--- config.mk ---
export PLATFORM = sky130hd
export DESIGN_NAME = uart_mctl
export DESIGN_NICKNAME = d
export VERILOG_FILES = /design/src/rtl/mctl_pkg.sv /design/src/rtl/mctl_regs.sv /design/src/rtl/mctl_fx.sv /design/src/rtl/mctl_prescale.sv /design/src/rtl/uart_mctl.sv
export SDC_FILE = /design/constraint.sdc
export NUM_CORES = 1
export LEC_CHECK = 0
export ABC_AREA = 1
export ABC_CLOCK_PERIOD_IN_PS = 1100
export CORE_AREA = 2 2 39 41
export CTS_BUF_LIST = sky130_fd_sc_hd__clkbuf_4 sky130_fd_sc_hd__clkbuf_8
export DETAILED_ROUTE_END_ITERATION = 10
export DIE_AREA = 0 0 41 43
export HOLD_SLACK_MARGIN = 0.08
export PLACE_DENSITY = 0.8
export SLEW_MARGIN = 20
export SYNTH_ARGS = -nofsm -noshare
export SYNTH_HDL_FRONTEND = slang
export SYNTH_SLANG_ARGS = --single-unit
--- constraint.sdc ---
create_clock -name clk -period 1.1 [get_ports clk]
set_clock_uncertainty 0.1 [all_clocks]
set_input_delay 0.22 -clock clk [delete_from_list [all_inputs] [get_ports clk]]
set_output_delay 0.22 -clock clk [all_outputs]
set_load 0.1 [all_outputs]
--- src/rtl/mctl_pkg.sv ---
package mctl_pkg;

    localparam int REG_W    = 8;
    localparam int PRE_DIV  = 4;
    localparam logic [REG_W-1:0] ENH_MASK = 8'hE0;

    typedef struct packed {
        logic clk_quarter;
        logic ir_route;
        logic resume_any;
        logic loop_en;
        logic irq_gate;
        logic aux1;
        logic req_send;
        logic term_ready;
    } mctl_reg_t;

    typedef enum logic {
        BUS_16 = 1'b0,
        BUS_68 = 1'b1
    } bus_style_e;

    typedef struct packed {
        logic irq_oe;
        logic aux2_n;
        logic loop_sel;
        logic ir_sel;
        logic resume_any;
        logic quarter;
    } mctl_fx_t;

    function automatic mctl_reg_t merge_write(mctl_reg_t cur,
                                              logic [REG_W-1:0] wd,
                                              logic enh);
        logic [REG_W-1:0] keep;
        logic [REG_W-1:0] cur_b;
        keep  = enh ? '0 : ENH_MASK;
        cur_b = cur;
        return mctl_reg_t'((wd & ~keep) | (cur_b & keep));
    endfunction

endpackage

--- src/rtl/mctl_regs.sv ---
module mctl_regs
    import mctl_pkg::*;
(
    input  logic             clk,
    input  logic             rst,
    input  logic             wr_en,
    input  logic [REG_W-1:0] wr_data,
    input  logic             enh_en,
    output mctl_reg_t        reg_q
);

    always_ff @(posedge clk) begin
        if (rst) begin
            reg_q <= '0;
        end else if (wr_en) begin
            reg_q <= merge_write(reg_q, wr_data, enh_en);
        end
    end

endmodule

--- src/rtl/mctl_fx.sv ---
module mctl_fx
    import mctl_pkg::*;
(
    input  logic       irq_gate,
    input  logic       loop_en,
    input  logic       resume_bit,
    input  logic       ir_bit,
    input  logic       quarter_bit,
    input  logic       enh_en,
    input  bus_style_e bus_style,
    input  logic       irq_sel,
    output mctl_fx_t   fx
);

    always_comb begin
        fx = '0;
        unique case (bus_style)
            BUS_68:  fx.irq_oe = 1'b1;
            default: fx.irq_oe = irq_sel | irq_gate;
        endcase
        fx.loop_sel   = loop_en;
        fx.aux2_n     = loop_en ? ~irq_gate : 1'b1;
        fx.resume_any = resume_bit  & enh_en;
        fx.ir_sel     = ir_bit      & enh_en;
        fx.quarter    = quarter_bit & enh_en;
    end

endmodule

--- src/rtl/mctl_prescale.sv ---
module mctl_prescale #(
    parameter int DIV = 4
) (
    input  logic clk,
    input  logic rst,
    input  logic sel_div,
    output logic tick
);

    localparam int CNT_W = (DIV > 1) ? $clog2(DIV) : 1;
    localparam logic [CNT_W-1:0] LAST = CNT_W'(DIV - 1);

    logic [CNT_W-1:0] cnt;
    logic             sel_q;

    always_ff @(posedge clk) begin
        if (rst) begin
            cnt   <= '0;
            sel_q <= 1'b0;
        end else begin
            sel_q <= sel_div;
            if (sel_div != sel_q) begin
                cnt <= '0;
            end else if (cnt == LAST) begin
                cnt <= '0;
            end else begin
                cnt <= cnt + 1'b1;
            end
        end
    end

    assign tick = sel_div ? (sel_q && (cnt == LAST)) : 1'b1;

endmodule

--- src/rtl/uart_mctl.sv ---
module uart_mctl
    import mctl_pkg::*;
(
    input  logic             clk,
    input  logic             rst,
    input  logic             wr_en,
    input  logic [REG_W-1:0] wr_data,
    output logic [REG_W-1:0] rd_data,
    input  logic             enh_en,
    input  logic             bus_68,
    input  logic             irq_sel,
    output logic             irq_oe,
    output logic             aux2_n,
    output logic             loop_sel,
    output logic             ir_sel,
    output logic             resume_any,
    output logic             baud_tick
);

    mctl_reg_t reg_q;
    mctl_fx_t  fx;

    mctl_regs u_regs (
        .clk     (clk),
        .rst     (rst),
        .wr_en   (wr_en),
        .wr_data (wr_data),
        .enh_en  (enh_en),
        .reg_q   (reg_q)
    );

    mctl_fx u_fx (
        .irq_gate    (reg_q.irq_gate),
        .loop_en     (reg_q.loop_en),
        .resume_bit  (reg_q.resume_any),
        .ir_bit      (reg_q.ir_route),
        .quarter_bit (reg_q.clk_quarter),
        .enh_en      (enh_en),
        .bus_style   (bus_style_e'(bus_68)),
        .irq_sel     (irq_sel),
        .fx          (fx)
    );

    mctl_prescale #(.DIV(PRE_DIV)) u_pre (
        .clk     (clk),
        .rst     (rst),
        .sel_div (fx.quarter),
        .tick    (baud_tick)
    );

    assign rd_data    = reg_q;
    assign irq_oe     = fx.irq_oe;
    assign aux2_n     = fx.aux2_n;
    assign loop_sel   = fx.loop_sel;
    assign ir_sel     = fx.ir_sel;
    assign resume_any = fx.resume_any;

endmodule

==> metrics <==
Final #Nets=approximately 110; Total Neg Setup Slack=-1.75 ns; Yosys top cell by area=dfxtp_1; Fmax achieved=697 MHz; drt first pass iters=2; Syn Area/Cell=7.59 um2; Starting Density=around a third; top cells by area, synth=dfxtp_1, nor2_1, o21ai_0; Yosys reg bits=11; Inserted Diodes=0; delay of the slowest cell on the worst path=approximately 0.34 ns; sequential share of the synthesized area=between 40 and 50%; clock transition at the registers of the reported paths=around 0.080 ns; clock latency on the worst-skew pair=0.27 ns; clk root buf=clkbuf_4; Crit. End Element=output port; vias in the first global route=around 460; crit path buf inv count=1; fin cells=~110; Die X-Extent=about 41 um; Syn Nets=slightly below 80; unrepaired setup endpoints after global routing=true; total grt overflow=0; PortBufs=27; Rel. slew slack=approximately 83%; Tmin final=roughly 1.4 ns; post-synth cell types=13; Endpoint, Worst Hold=u_pre.cnt[0]; power density over cell area=approximately 1200 nW/um2; initial antenna violation count=0; top-area cell type share of the netlist area=46.8%; Ys Warns=0; Reg-to-Reg Start=u_pre.cnt[0]; Die Span Y=~43 um; Worst Hold Depth=1; first-pass GRT wire length=approximately 1900 um; htree depth=1; Worst Path Max Fanout=2; final setup violation count=14; Vias/cell=between 4 and 5; critical path startpoint category=flip-flop; gpl congestion=between 0.6 and 0.7; Mapped Cells=62; R2R setup slack=0.16 ns; via count=502; Global Route Usage Sum=16.4%; HPWL after DPL=around 1000 um; drt wl/cell=approximately 11 um; hold_sp=u_pre.cnt[0]; Cell Rows=14; Mapped Area=about 470 um2; dpl cells=around 110; register area=around 240 um2; total core area=around 1400 um2; DR iter-0 viols=11; max-cap violations=0; CP delay by family, top=flip-flops; commonest non-fill, non-tap cell in the layout=nor2_1; Lkg Pwr=0.455 nW; CP max stage cell=dfxtp_2; period utilisation layout=130%; CTS tree=done; CP Cell Sequence=ha_4 -> o21a_4 -> buf_12; Worst Tran Pin Value=0.255 ns; DRC=0; number of fill cells in the layout=100; Final Hold Fails=0; WL final=1240 um; Hold Path Class=reg2reg; Critical Path AT=between 1 and 1.5 ns; Die ar.=roughly 1800 um2; CTS max path bufs=2; largest net degree at the start of global routing=9; most frequent cells in the layout=nor2_1, buf_12, clkdlybuf4s50_1; Reg2Reg Depth=4; Setup Fix Bufs, Post-CTS=0; Max VDD drop=~0.71 mV; Hold Slack=0.327 ns; share of layout cells above drive strength 1=around half; IO Pins=28; antenna viol nets, final=0; CP Data Required Time=slightly below 0.8 ns; outcome=complete, but fails checks; total power=between 1 and 1.5 mW; Area Overhead vs Synth=120%; worst setup path class=reg2out; max-slew violation count=0; final setup margin=-0.335 ns; end of the worst register-to-register path=u_pre.cnt[0]; CTS Sinks=11; Placement Setup Slack=-0.452 ns; CTS Buf Count=3; failing checks=setup timing; hold_buf cts=0; Multi-input gate area=roughly 230 um2
worst register-to-register path: stages, from the launching register on:
cell and delay (ns):
dfxtp_2 0.34, ha_4 0.15, nor2_1 0.12, nand3_2 0.09
nor2_1 0.08
synth_stat cells (all sizes together):
cell,n
nor2,20
dfxtp,11
o21ai,8
inv,6
nand2,6
buf,5
nand3,2
clkinv,1
ha,1
o21a,1
or3,1
power by group:
part | switching, mW | internal [mW]
sequential | 0.0349 | 0.433
clock | 0.140 | 0.134
combinational | 0.314 | 0.216
total | 0.489 | 0.783
metrics by stage:
step / utilization (%) / area (um2)
global route: 74.8 / 1030
floorplan: - / 544
finish: 74.8 / 1030
CTS: 73.6 / 1020
detailed placement: 70.6 / 977
global placement: 70.6 / 977
timing repair:
action                     4_1_cts  5_1_grt
resized for setup               11        5
pin swaps                        1        1
hold endpoints to repair         0        0
setup endpoints to repair       19       14
metal layers:
metal,track usage [%],part of all wire (%)
met2,28.7,58
met5,0,0
met1,16.0,36
met3,3.66,4.4
met4,10.0,1.1
how the worst max path moves through the flow:
stage,start,to,cells past startpoint
after floorplan,u_regs.reg_q[4],aux2_n,1
after global placement,enh_en,resume_any,5
after detailed placement,enh_en,resume_any,5
after CTS,u_regs.reg_q[3],irq_oe,2
after global routing,u_pre.cnt[0],baud_tick,3
final,u_pre.cnt[0],baud_tick,3
cells by family after synthesis:
family / count (synthesis) / synth area share [%]
AOI/OAI and AO/OA: 9 / 10.1
adders and majority gates: 1 / 2.66
buffers and inverters: 12 / 13.6
DFF: 11 / 46.8
and+or+nand+nor: 29 / 26.9
layout make-up:
cell class                 count  share of cell area, %
tap                           16                   1.93
timing repair buffer          34                   46.3
sequential                    11                   23.2
clock buffer                   3                   2.18
inverter                       7                   3.26
clock inverter                 1                  0.484
multi-input combinational     39                   22.6
Power figures use the tool's default switching activity.
